===== config.mk =====
export PLATFORM = sky130hd
export DESIGN_NAME = irq_flag_unit
export DESIGN_NICKNAME = d
export VERILOG_FILES = /design/src/rtl/irq_flag_pkg.sv /design/src/rtl/ifr_flag_bank.sv /design/src/rtl/ifr_mask_reg.sv /design/src/rtl/ifr_read_mux.sv /design/src/rtl/irq_flag_unit.sv
export SDC_FILE = /design/constraint.sdc
export NUM_CORES = 1
export LEC_CHECK = 0
export BUFFER_PORTS_ARGS = -buffer_cell sky130_fd_sc_hd__buf_2
export CORE_MARGIN = 5
export CORE_UTILIZATION = 42
export CTS_CLUSTER_DIAMETER = 200
export DETAILED_ROUTE_END_ITERATION = 8
export PLACE_DENSITY = 0.69
export SYNTH_ARGS = -nofsm -noshare
export SYNTH_HDL_FRONTEND = slang
export SYNTH_SLANG_ARGS = --single-unit

===== constraint.sdc =====
create_clock -name clk -period 1.1 [get_ports clk]
set_input_delay 0.165 -clock clk [delete_from_list [all_inputs] [get_ports clk]]
set_output_delay 0.165 -clock clk [all_outputs]
set_load 0.01 [all_outputs]

===== src/rtl/irq_flag_pkg.sv =====
package irq_flag_pkg;
    localparam int DW = 8;
    localparam int AW = 3;

    localparam logic [AW-1:0] ADDR_FLAG_A = 3'd0;
    localparam logic [AW-1:0] ADDR_FLAG_B = 3'd1;
    localparam logic [AW-1:0] ADDR_MASK_A = 3'd2;
    localparam logic [AW-1:0] ADDR_MASK_B = 3'd3;
    localparam logic [AW-1:0] ADDR_PIN0   = 3'd4;

    localparam logic [DW-1:0] HOLES_A = 8'b0001_0000;
    localparam logic [DW-1:0] HOLES_B = 8'b1000_0010;

    localparam int RXERR_BIT = 6;
endpackage


===== src/rtl/ifr_flag_bank.sv =====
module ifr_flag_bank #(
    parameter int          W    = 8,
    parameter logic [W-1:0] HOLE = '0
) (
    input  logic         clk,
    input  logic         rst_n,
    input  logic [W-1:0] evt,
    input  logic         sw_wr,
    input  logic [W-1:0] sw_data,
    input  logic [W-1:0] hold_clr,
    output logic [W-1:0] flags
);
    for (genvar i = 0; i < W; i++) begin : g_bit
        logic nxt;
        always_comb begin
            if (HOLE[i] || hold_clr[i])
                nxt = 1'b0;
            else if (evt[i])
                nxt = 1'b1;
            else if (sw_wr && !sw_data[i])
                nxt = 1'b0;
            else
                nxt = flags[i];
        end

        always_ff @(posedge clk or negedge rst_n) begin
            if (!rst_n)
                flags[i] <= 1'b0;
            else
                flags[i] <= nxt;
        end

        if (!HOLE[i]) begin : g_live
            AST_SET_WINS: assert property (@(posedge clk) disable iff (!rst_n)
                (evt[i] && !hold_clr[i]) |=> flags[i]);
            AST_NO_SW_SET: assert property (@(posedge clk) disable iff (!rst_n)
                (!flags[i] && !evt[i]) |=> !flags[i]);
            AST_FORCED_CLR: assert property (@(posedge clk) disable iff (!rst_n)
                hold_clr[i] |=> !flags[i]);
        end else begin : g_hole
            AST_HOLE_ZERO: assert property (@(posedge clk) disable iff (!rst_n)
                evt[i] |=> !flags[i]);
        end
    end
endmodule


===== src/rtl/ifr_mask_reg.sv =====
module ifr_mask_reg #(
    parameter int W = 8
) (
    input  logic         clk,
    input  logic         rst_n,
    input  logic         wr,
    input  logic [W-1:0] wdata,
    output logic [W-1:0] q
);
    always_ff @(posedge clk or negedge rst_n) begin
        if (!rst_n)
            q <= '0;
        else if (wr)
            q <= wdata;
    end

    AST_MASK_LOAD: assert property (@(posedge clk) disable iff (!rst_n)
        wr |=> (q == $past(wdata)));
endmodule


===== src/rtl/ifr_read_mux.sv =====
module ifr_read_mux
    import irq_flag_pkg::*;
(
    input  logic [AW-1:0] addr,
    input  logic [DW-1:0] flag_a,
    input  logic [DW-1:0] flag_b,
    input  logic [DW-1:0] mask_a,
    input  logic [DW-1:0] mask_b,
    input  logic          pin0,
    output logic [DW-1:0] rdata
);
    always_comb begin
        unique case (addr)
            ADDR_FLAG_A: rdata = flag_a & mask_a;
            ADDR_FLAG_B: rdata = flag_b & mask_b;
            ADDR_MASK_A: rdata = mask_a;
            ADDR_MASK_B: rdata = mask_b;
            ADDR_PIN0:   rdata = {{(DW-1){1'b0}}, pin0};
            default:     rdata = '0;
        endcase
    end
endmodule


===== src/rtl/irq_flag_unit.sv =====
module irq_flag_unit
    import irq_flag_pkg::*;
(
    input  logic          clk,
    input  logic          rst_n,
    input  logic [DW-1:0] evt_a,
    input  logic [DW-1:0] evt_b,
    input  logic          int0_evt,
    input  logic          int0_on,
    input  logic          uart_on,
    input  logic [AW-1:0] reg_addr,
    input  logic          reg_wr,
    input  logic [DW-1:0] reg_wdata,
    output logic [DW-1:0] reg_rdata,
    output logic          irq_req
);
    logic [DW-1:0] flag_a, flag_b, mask_a, mask_b;
    logic [DW-1:0] hold_b;
    logic [0:0]    pin0_flag;
    logic          pending;

    always_comb begin
        hold_b            = '0;
        hold_b[RXERR_BIT] = !uart_on;
    end

    ifr_flag_bank #(.W(DW), .HOLE(HOLES_A)) u_bank_a (
        .clk(clk), .rst_n(rst_n), .evt(evt_a),
        .sw_wr(reg_wr && reg_addr == ADDR_FLAG_A), .sw_data(reg_wdata),
        .hold_clr('0), .flags(flag_a));

    ifr_flag_bank #(.W(DW), .HOLE(HOLES_B)) u_bank_b (
        .clk(clk), .rst_n(rst_n), .evt(evt_b),
        .sw_wr(reg_wr && reg_addr == ADDR_FLAG_B), .sw_data(reg_wdata),
        .hold_clr(hold_b), .flags(flag_b));

    ifr_flag_bank #(.W(1), .HOLE(1'b0)) u_bank_pin0 (
        .clk(clk), .rst_n(rst_n), .evt(int0_evt),
        .sw_wr(reg_wr && reg_addr == ADDR_PIN0), .sw_data(reg_wdata[0]),
        .hold_clr(!int0_on), .flags(pin0_flag));

    ifr_mask_reg #(.W(DW)) u_mask_a (
        .clk(clk), .rst_n(rst_n), .wr(reg_wr && reg_addr == ADDR_MASK_A),
        .wdata(reg_wdata), .q(mask_a));

    ifr_mask_reg #(.W(DW)) u_mask_b (
        .clk(clk), .rst_n(rst_n), .wr(reg_wr && reg_addr == ADDR_MASK_B),
        .wdata(reg_wdata), .q(mask_b));

    ifr_read_mux u_rmux (
        .addr(reg_addr), .flag_a(flag_a), .flag_b(flag_b),
        .mask_a(mask_a), .mask_b(mask_b), .pin0(pin0_flag[0]),
        .rdata(reg_rdata));

    assign pending = (|(flag_a & mask_a)) | (|(flag_b & mask_b)) | pin0_flag[0];

    always_ff @(posedge clk or negedge rst_n) begin
        if (!rst_n)
            irq_req <= 1'b0;
        else
            irq_req <= pending;
    end

    AST_IRQ_RAISE: assert property (@(posedge clk) disable iff (!rst_n)
        pending |=> irq_req);
    AST_IRQ_QUIET: assert property (@(posedge clk) disable iff (!rst_n)
        !pending |=> !irq_req);
    AST_RXERR_OFF: assert property (@(posedge clk) disable iff (!rst_n)
        !uart_on |=> !flag_b[RXERR_BIT]);
    AST_PIN0_OFF: assert property (@(posedge clk) disable iff (!rst_n)
        !int0_on |=> !pin0_flag[0]);
endmodule


==> flow_summary.toml, run 1 <==
[sta]
hold_viol = 0
finalSetupTns_ns = -2.73
worst_pin_slew_ns = 0.404
relSlewSlack_pct = 73.1
drv_slew = 0
max_freq_mhz = 668
setup_viol = 9
rsz0062_at_grt = "yes"
timing.hold.ws_ns = 0.00677
setup_ws_ns = -0.396
finalCritPeriodShare_pct = 136
period_minus_slack_ns = 1.50
fin_skew_ns = 0.0107

[routing]
drcViolationCount = 0
first_pass_iters = 4
routedWlPerCell_um = 15.9
drtAntennaViolNets = 0
first_iter_violations = 88
avgViaCountPerCell = 5.16
vias = 1274
drt-total-wl_mm = 3.93

[worst_hold_path]
hold_class = "input pin to flip-flop"
hp-start = "evt_a[2]"

[critical_path]
cp-startpoint = "u_mask_a.q[1]$_DFFE_PN0P_"
r2r-start = "u_bank_a.flags[5]$_DFFE_PN0P_"
cp.arrival_ns = 1.33
startpoint_type = "flip-flop"
worstPathRequired_ns = 0.94
path_class = "flip-flop to output port"
endpoint_kind = "output port"
worst-path-max-fanout = 3

[floorplan]
dieHeight_um = 69.7
start_util_pct = 44.2
core_um2 = 3390
die_w_um = 69.7
dieArea_um2 = 4860
ios = 42
fp-row-count = 21

[global_route]
grt_pass1_wl_mm = 6.56
first_global_vias = 1336
grt_max_degree = 32
grtUsageTotal_pct = 16.9
top_usage_layer = "met2"
grtUsageMet2_pct = 28.0
met3_usage_pct = 4.64
gr-usage-met1_pct = 20.9
grt_overflow = 0
antenna_found_initial = 0

[synthesis]
synth_common_cells = "dfrtp_1, mux2_2, o21ai_0"
ys.flop_type = "dfrtp_1"
synth_seq_cells = 31
yosys_warnings = 0
synthTopCellsByArea = "dfrtp_1, mux2_2, nand2b_1"
synth-seq-area-share_pct = 51.8
synth-edff-count = 0
syn_area_um2 = 1500
avgSynthCellArea_um2 = 11.6
yosys.area.top_type = "dfrtp_1"
synth_top_area_share_pct = 51.8
synth_nets = 162
postSynthCellCount = 129
synth.distinct_cells = 28
synthArstFlopShare_pct = 100
synth.most_common_cell = "dfrtp_1"

[run_status]
failed_checks = "negative setup slack"
status = "finished, violations left"

[finish]
n_fill_cell = 284
nets = 234
final_util_pct = 62.5
layout-drive-gt1-share_pct = 52.2
area_growth_pct = 41.4
diodes = 0

[power]
vdd_drop_max_mv = 0.744
leakagePower_nw = 0.952
powerDensity_nw_per_um2 = 1330

[clock_network]
cts.sinks = 31
cts_root_buf = "clkbuf_4"
clock_latency_ns = 0.34
cts-buffers-inserted = 5
cts_tree = "built"
clockBufferDepth = 2
cts_max_level = 2
clk_pin_slew_ns = 0.10

[placement]
pre_cts_ws_ns = -0.251
io_buffer_count = 38
gp_congestion = 0.836
place_hpwl_mm = 2.82

[job]
maxCapViolCount = 0
## through the flow
stage	instance area, um2	total power, W	instances
5_1_grt	2120	0.00298	247
6_report	2120	0.00282	247
4_1_cts	2060	0.00281	243
3_5_place_dp	1920	0.00206	229
3_3_place_gp	1920	0.00203	229
2_1_floorplan	1550	0.00178	129
## final timing paths
kind | endpoint | slack (ns) | depth (start not counted)
max | reg_rdata[1] | -0.40 | 4
min | u_bank_a.flags[2]$_DFFE_PN0P_ | 0.007 | 2
max reg2reg | irq_req$_DFF_PN0_ | -0.13 | 4
min reg2reg | u_bank_a.flags[7]$_DFFE_PN0P_ | 0.52 | 2
max in group asynchronous | u_bank_b.flags[3]$_DFFE_PN0P_ | 0.43 | 3
min in group asynchronous | u_mask_a.q[3]$_DFFE_PN0P_ | 0.38 | 3
## cell type report
class	instances	area [um2]	share of cell area [%]
repair buffers	71	448	21.1
clock buffers	6	51.3	2.42
flip-flops and latches	31	776	36.6
well taps	46	57.6	2.72
multi-input cells	92	781	36.9
clock inverters	1	5.00	0.236
## state kept, by name, summed over array words and instances, names as in the netlist
name               flops
irq_req                1
u_bank_a.flags         7
u_bank_b.flags         6
u_bank_pin0.flags      1
u_mask_a.q             8
u_mask_b.q             8
## cells by family after synthesis
| group | synth area share [%] |
|---|---|
| AND/OR/NAND/NOR | 15.7 |
| AO/OA/AOI/OAI | 13.4 |
| flip-flops | 51.8 |
| multiplexers | 17.0 |
| buffers and inverters | 2.17 |
## what timing repair did
action | CTS | global route
setup buffers | 5 | 2
gates resized for setup | 6 | 4
hold buffers | 2 | 2
endpoints found under the setup margin | 9 | 9
endpoints found under the hold margin | 32 | 2
pin swaps | 8 | 2
## report_power, final
part	leakage [nW]	internal, W	switching, W	total, W
Sequential	0.333	0.00128	0.000113	0.00140
Clock	0.0341	0.000296	0.000394	0.000690
Combinational	0.585	0.000438	0.000298	0.000736
## routing by layer
layer / vias up / wire (um)
met5: - / 0
li1: 623 / -
met4: 0 / 44
met3: 7 / 217
met1: 614 / 1770
met2: 30 / 1910
## placed cells by master, fill, tap and decap left out, types with 5 or more instances in the layout
master,count
nor2_1,6
o21ai_0,7
mux2_4,9
buf_2,38
nand2b_1,12
o21ai_1,7
clkbuf_4,5
mux2_2,10
buf_4,29
dfrtp_1,31
## worst max-delay path: stages, from the launching register on
cell and delay [ns]:
dfrtp_1 0.41, mux2_4 0.28, a2bb2oi_2 0.12, nor2_1 0.05, buf_2 0.13
Power figures use the tool's default switching activity.
==> run 2: changes to the inputs <==
- PLACE_DENSITY: 0.69 -> 0.67
==> run 2 against run 1 <==
Net effect: the run still ends with negative setup slack left; cell count grew 0.81%; sequential share of layout area fell by 0.78 points; highest routed layer unchanged; maximum frequency is 0.21% lower; power is 1.3% higher; first-iteration DRC count is 2.3% lower.
==> flow_summary.toml, run 2 (synthesis results as in run 1) <==
[run_status]
status = "finished, violations left"
failed_checks = "negative setup slack"

[global_route]
grt_overflow = 0
antenna_found_initial = 0
grtUsageTotal_pct = 17.6
grt_pass1_wl_mm = 6.72
grt_max_degree = 18
first_global_vias = 1392

[sta]
max_freq_mhz = 667
setup_ws_ns = -0.399
timing.hold.ws_ns = 0.0111
period_minus_slack_ns = 1.50
finalCritPeriodShare_pct = 136
worst_pin_slew_ns = 0.381
rsz0062_at_grt = "yes"
relSlewSlack_pct = 74.6
hold_viol = 0
drv_slew = 0
fin_skew_ns = 0.0104
setup_viol = 9

[finish]
diodes = 0
final_cell_mix = "buf_2, dfrtp_1, buf_4, nand2b_1, mux2_4"
final_util_pct = 63.9
top_regs = "u_mask_a.q x8, u_mask_b.q x8, u_bank_a.flags x7"
nets = 236
layout_commonest_cell = "buf_2"
fin_area_um2 = 2160
layout-drive-gt1-share_pct = 54.7
area_growth_pct = 44.5

[power]
powerDensity_nw_per_um2 = 1320
leakagePower_nw = 0.982
vdd_drop_max_mv = 0.714

[worst_hold_path]
hold_class = "input pin to flip-flop"

[critical_path]
startpoint_type = "flip-flop"
worstPathRequired_ns = 0.94
cp.arrival_ns = 1.33
cp_top_family = "flip-flops"
max_stage_delay_ns = 0.40
cp_slowest_cell = "dfrtp_1"
crit_chain = "mux2_4, a32oi_1, nor2_1, buf_2"
endpoint_kind = "output port"
path_class = "flip-flop to output port"
worst-path-max-fanout = 2
crit_buf_inv = 1

[floorplan]
fp-row-count = 21
ios = 42
dieHeight_um = 69.7
die_w_um = 69.7
start_util_pct = 44.2
dieArea_um2 = 4860
core_um2 = 3390

[clock_network]
clock_latency_ns = 0.33
cts-buffers-inserted = 5
cts_tree = "built"
cts_max_level = 2
cts_root_buf = "clkbuf_4"
clk_pin_slew_ns = 0.10
cts.sinks = 31
clockBufferDepth = 2

[placement]
placed_area_um2 = 1940
io_buffer_count = 38
place_hpwl_mm = 2.93
gp_congestion = 0.836

[routing]
first_pass_iters = 4
drcViolationCount = 0
avgViaCountPerCell = 5.25
first_iter_violations = 86
drtAntennaViolNets = 0
routedWlPerCell_um = 16.6
vias = 1307
drt-total-wl_mm = 4.13

[job]
maxCapViolCount = 0
==> run 2: worst paths after layout <==
| check | start | to | slack (ns) | cells after the start |
|---|---|---|---|---|
| setup / recovery | u_mask_a.q[4]$_DFFE_PN0P_ | reg_rdata[4] | -0.40 | 4 |
| hold / removal | evt_b[3] | u_bank_b.flags[3]$_DFFE_PN0P_ | 0.01 | 2 |
| setup reg to reg | u_mask_b.q[4]$_DFFE_PN0P_ | irq_req$_DFF_PN0_ | -0.09 | 4 |
| hold reg to reg | u_bank_a.flags[7]$_DFFE_PN0P_ | u_bank_a.flags[7]$_DFFE_PN0P_ | 0.51 | 2 |
| max in group asynchronous | rst_n | u_bank_b.flags[5]$_DFFE_PN0P_ | 0.40 | 3 |
| min in group asynchronous | rst_n | u_bank_a.flags[1]$_DFFE_PN0P_ | 0.28 | 2 |
==> run 2: per-stage QoR <==
stage	setup WS, ns	TNS [ns]	power [W]	std cells
after floorplan	-0.0699	-0.588	0.00178	129
after global placement	-0.210	-3.95	0.00204	230
after detailed placement	-0.235	-4.76	0.00208	230
after CTS	-0.400	-2.67	0.00283	246
after global routing	-0.450	-3.15	0.00299	249
final	-0.399	-2.59	0.00286	249
==> run 2: repair_timing <==
| action | 4_1_cts | 5_1_grt |
|---|---|---|
| buffers inserted | 6 | 4 |
| endpoints found under the hold margin | 16 | 0 |
| gates cloned | 0 | 0 |
| resized for setup | 6 | 8 |
| hold buffers | 3 | 0 |
| endpoints found under the setup margin | 8 | 9 |
| pin swaps | 8 | 3 |
==> run 2: per-layer routing <==
layer | GRT usage [%] | up-vias | part of all wire, %
li1 | - | 628 | -
met1 | 21.5 | 637 | 43
met2 | 29.1 | 35 | 50
met3 | 5.07 | 7 | 4.9
met4 | 7.23 | 0 | 1.5
met5 | 0 | - | 0
==> run 2: cell type report <==
cell class | instances | area (um2)
flip-flops and latches | 31 | 776
multi-input cells | 92 | 802
clock inverters | 1 | 5.00
fillers | 271 | 1220
clock buffers | 6 | 51.3
repair buffers | 73 | 473
well taps | 46 | 57.6
==> run 2: report_power, final <==
part	total [W]	internal, W	leakage (nW)	switching (W)
clock	0.000680	0.000296	0.0341	0.000385
combinational	0.000780	0.000471	0.615	0.000309
sequential	0.00140	0.00128	0.333	0.000115
total	0.00286	0.00205	0.982	0.000809
==> run 3: changes to the inputs <==
--- a/config.mk
+++ b/config.mk
@@ -11,6 +11,8 @@
 export CTS_CLUSTER_DIAMETER = 200
 export DETAILED_ROUTE_END_ITERATION = 8
-export PLACE_DENSITY = 0.67
+export MAX_ROUTING_LAYER = met4
+export PLACE_DENSITY = 0.65
 export SYNTH_ARGS = -nofsm -noshare
 export SYNTH_HDL_FRONTEND = slang
+export SYNTH_HIERARCHICAL = 1
 export SYNTH_SLANG_ARGS = --single-unit
==> constraint.sdc (replaced) <==
create_clock -name clk -period 1.1 [get_ports clk]
set_input_delay 0.165 -clock clk [delete_from_list [all_inputs] [get_ports clk]]
set_output_delay 0.165 -clock clk [all_outputs]
set_load 0.05 [all_outputs]
==> run 3 against run 2 <==
Net effect: the flow still finishes with violations (negative setup slack); register-to-register slack got worse by 0.04 ns; sequential share of layout area decreased by 8.1 points; routed wire length increased by 25%; largest power group unchanged.
==> flow_summary.toml, run 3 <==
[run_status]
status = "finished, violations left"
failed_checks = "negative setup slack"

[finish]
final_util_pct = 64.7
stdcell_count = 298
final_cell_mix = "buf_4, dfrtp_1, buf_2, mux2_4"
diodes = 0
layout-drive-gt1-share_pct = 64.2
top_regs = "u_mask_a/q x8, u_mask_b/q x8, u_bank_a/flags x7"
n_fill_cell = 356
nets = 278
area_growth_pct = 49.9
layout_commonest_cell = "buf_4"

[power]
leakagePower_nw = 1.27
vdd_drop_max_mv = 0.631
powerDensity_nw_per_um2 = 1320

[critical_path]
path_class = "flip-flop to output port"
crit_path_end = "reg_rdata[0]"
cp_num_cells = 4
cp.arrival_ns = 1.42
startpoint_type = "flip-flop"
crit_chain = "mux2_4, a32oi_2, o22ai_4, buf_6"
r2r_end = "irq_req$_DFF_PN0_"
max_stage_delay_ns = 0.40
worst-path-max-fanout = 3
cp_slowest_cell = "dfrtp_1"
endpoint_kind = "output port"
worstPathRequired_ns = 0.94
crit_buf_inv = 1
r2r_setup_slack_ns = -0.13
cp-startpoint = "u_mask_a/q[0]$_DFFE_PN0P_"
cp_top_family = "flip-flops"
r2r_cells = 5
r2r-start = "u_bank_a/flags[2]$_DFFE_PN0P_"

[synthesis]
postSynthCellCount = 155
ys.flop_type = "dfrtp_1"
synth_common_cells = "dfrtp_1, mux2_4, nor2_1, nor3_2, nor3b_2"
yosys.area.top_type = "dfrtp_1"
synth-simple-area-share_pct = 28.3
synth_compound_area_share_pct = 7.71
avgSynthCellArea_um2 = 12.0
synth_top_area_share_pct = 41.6
synth.distinct_cells = 32
synth_seq_cells = 31
synth_top_family_by_area = "simple AND/OR/NAND/NOR gates"
syn_area_um2 = 1870
synthArstFlopShare_pct = 100
synthXorXnorAreaFrac_pct = 0
yosys_warnings = 6
synth_mux_area_share_pct = 17.2
synthAdderAreaFrac_pct = 0
synthTopCellsByArea = "dfrtp_1, mux2_4, nor3b_2"
synth.most_common_cell = "dfrtp_1"
synth-seq-area-share_pct = 41.6
synth-edff-count = 0

[worst_hold_path]
hold_class = "input pin to flip-flop"
hp-start = "uart_on"

[routing]
m1WireLength_mm = 2.22
first_iter_violations = 79
drcViolationCount = 0
drtAntennaViolNets = 0
avgViaCountPerCell = 5.15
vias = 1535
drt-total-wl_mm = 5.15
met2_wirelength_mm = 2.62
first_pass_iters = 5
wl_met3_um = 203
routedWlPerCell_um = 17.3
highest-signal-layer = "met4"

[global_route]
grt_max_degree = 20
grt_pass1_wl_mm = 8.82
antenna_found_initial = 0
grt_overflow = 0
first_global_vias = 1776
grtUsageTotal_pct = 19.4

[floorplan]
dieHeight_um = 76.7
fp-row-count = 24
start_util_pct = 43.2
ios = 42
die_w_um = 76.7
dieArea_um2 = 5880
core_um2 = 4320

[placement]
gp_congestion = 0.789
dpl.cell_count = 292
place_hpwl_mm = 3.77
pre_cts_ws_ns = -0.317
io_buffer_count = 38

[sta]
setup_viol = 9
finalSetupTns_ns = -2.84
drv_slew = 0
finalCritPeriodShare_pct = 144
rsz0062_at_grt = "yes"
max_freq_mhz = 630
fin_skew_ns = 0.00440
period_minus_slack_ns = 1.59
setup_ws_ns = -0.488
hold_viol = 0

[job]
maxCapViolCount = 0

[clock_network]
clock_latency_ns = 0.28
cts-buffers-inserted = 5
cts_max_level = 2
clk_pin_slew_ns = 0.07
cts_root_buf = "clkbuf_8"
cts_tree = "built"
clockBufferDepth = 2
cts.sinks = 31
[run 3: changes by cell type in the layout (fill, tap and decap cells not counted), moves of 7 or more]
cell / before / now
buf_2: 38 / 29
buf_6: 0 / 12
conb_1: 0 / 15
mux2_2: 9 / 0
mux2_4: 10 / 17
nand2b_1: 12 / 0
nor2_1: 6 / 14
nor3_2: 2 / 14
nor3_4: 0 / 7
nor3b_2: 1 / 15
o21ai_0: 7 / 0
o21ai_1: 7 / 0
[run 3: timing repair]
action / 4_1_cts / 5_1_grt
hold buffers: 1 / 0
setup buffers: 4 / 3
hold endpoints to repair: 12 / 0
pin swaps: 18 / 9
gates resized for setup: 35 / 8
setup endpoints to repair: 9 / 29
[run 3: cell families after synthesis]
kind of cell | Yosys count
AND/OR/NAND/NOR | 68
flip-flops | 31
buffers and inverters | 11
other | 3
multiplexers | 24
AO/OA/AOI/OAI | 18
[run 3: how the worst min path moves through the flow]
| stage | to | cells after the start |
|---|---|---|
| 2_1_floorplan | irq_req$_DFF_PN0_ | 0 |
| 3_3_place_gp | u_mask_b/q[4]$_DFFE_PN0P_ | 1 |
| 3_5_place_dp | u_mask_b/q[4]$_DFFE_PN0P_ | 1 |
| 4_1_cts | u_bank_b/flags[6]$_DFFE_PN0P_ | 3 |
| 5_1_grt | u_bank_b/flags[6]$_DFFE_PN0P_ | 3 |
| 6_report | u_bank_b/flags[6]$_DFFE_PN0P_ | 3 |
[run 3: where the power goes]
group	leakage, nW	total (W)	switching [W]	internal [W]
Clock	0.0515	0.00100	0.000429	0.000571
Sequential	0.377	0.00145	0.000141	0.00131
Combinational	0.844	0.00125	0.000592	0.000657
Total	1.27	0.00370	0.00116	0.00254
[run 3: stage by stage]
step	power [W]	hold slack, ns	instance area (um2)
2_1_floorplan	0.00214	-0.131	2030
3_3_place_gp	0.00255	0.0892	2540
3_5_place_dp	0.00259	0.0949	2540
4_1_cts	0.00370	0.0986	2760
5_1_grt	0.00388	0.121	2800
6_report	0.00370	0.0994	2800
[run 3: final cells by class]
class	count	area [um2]	area share (%)
Clock buffer	8	100	3.58
Inverter	2	7.51	0.268
Multi-Input combinational cell	125	1250	44.6
Sequential cell	31	776	27.7
Tap cell	52	65.1	2.33
Timing Repair Buffer	80	601	21.5
[run 3: worst register-to-register path: cells and delay by family (launching register included)]
kind | cells | cell delay, ns
AO/OA/AOI/OAI | 1 | 0.14
flip-flops | 1 | 0.39
AND/OR/NAND/NOR | 2 | 0.33
buffers and inverters | 2 | 0.23
[run 3: metal layers]
layer	GRT usage (%)	vias to the layer above
met5	-	-
met4	6.99	0
met3	4.22	10
met2	32.3	38
met1	23.0	765
li1	-	722
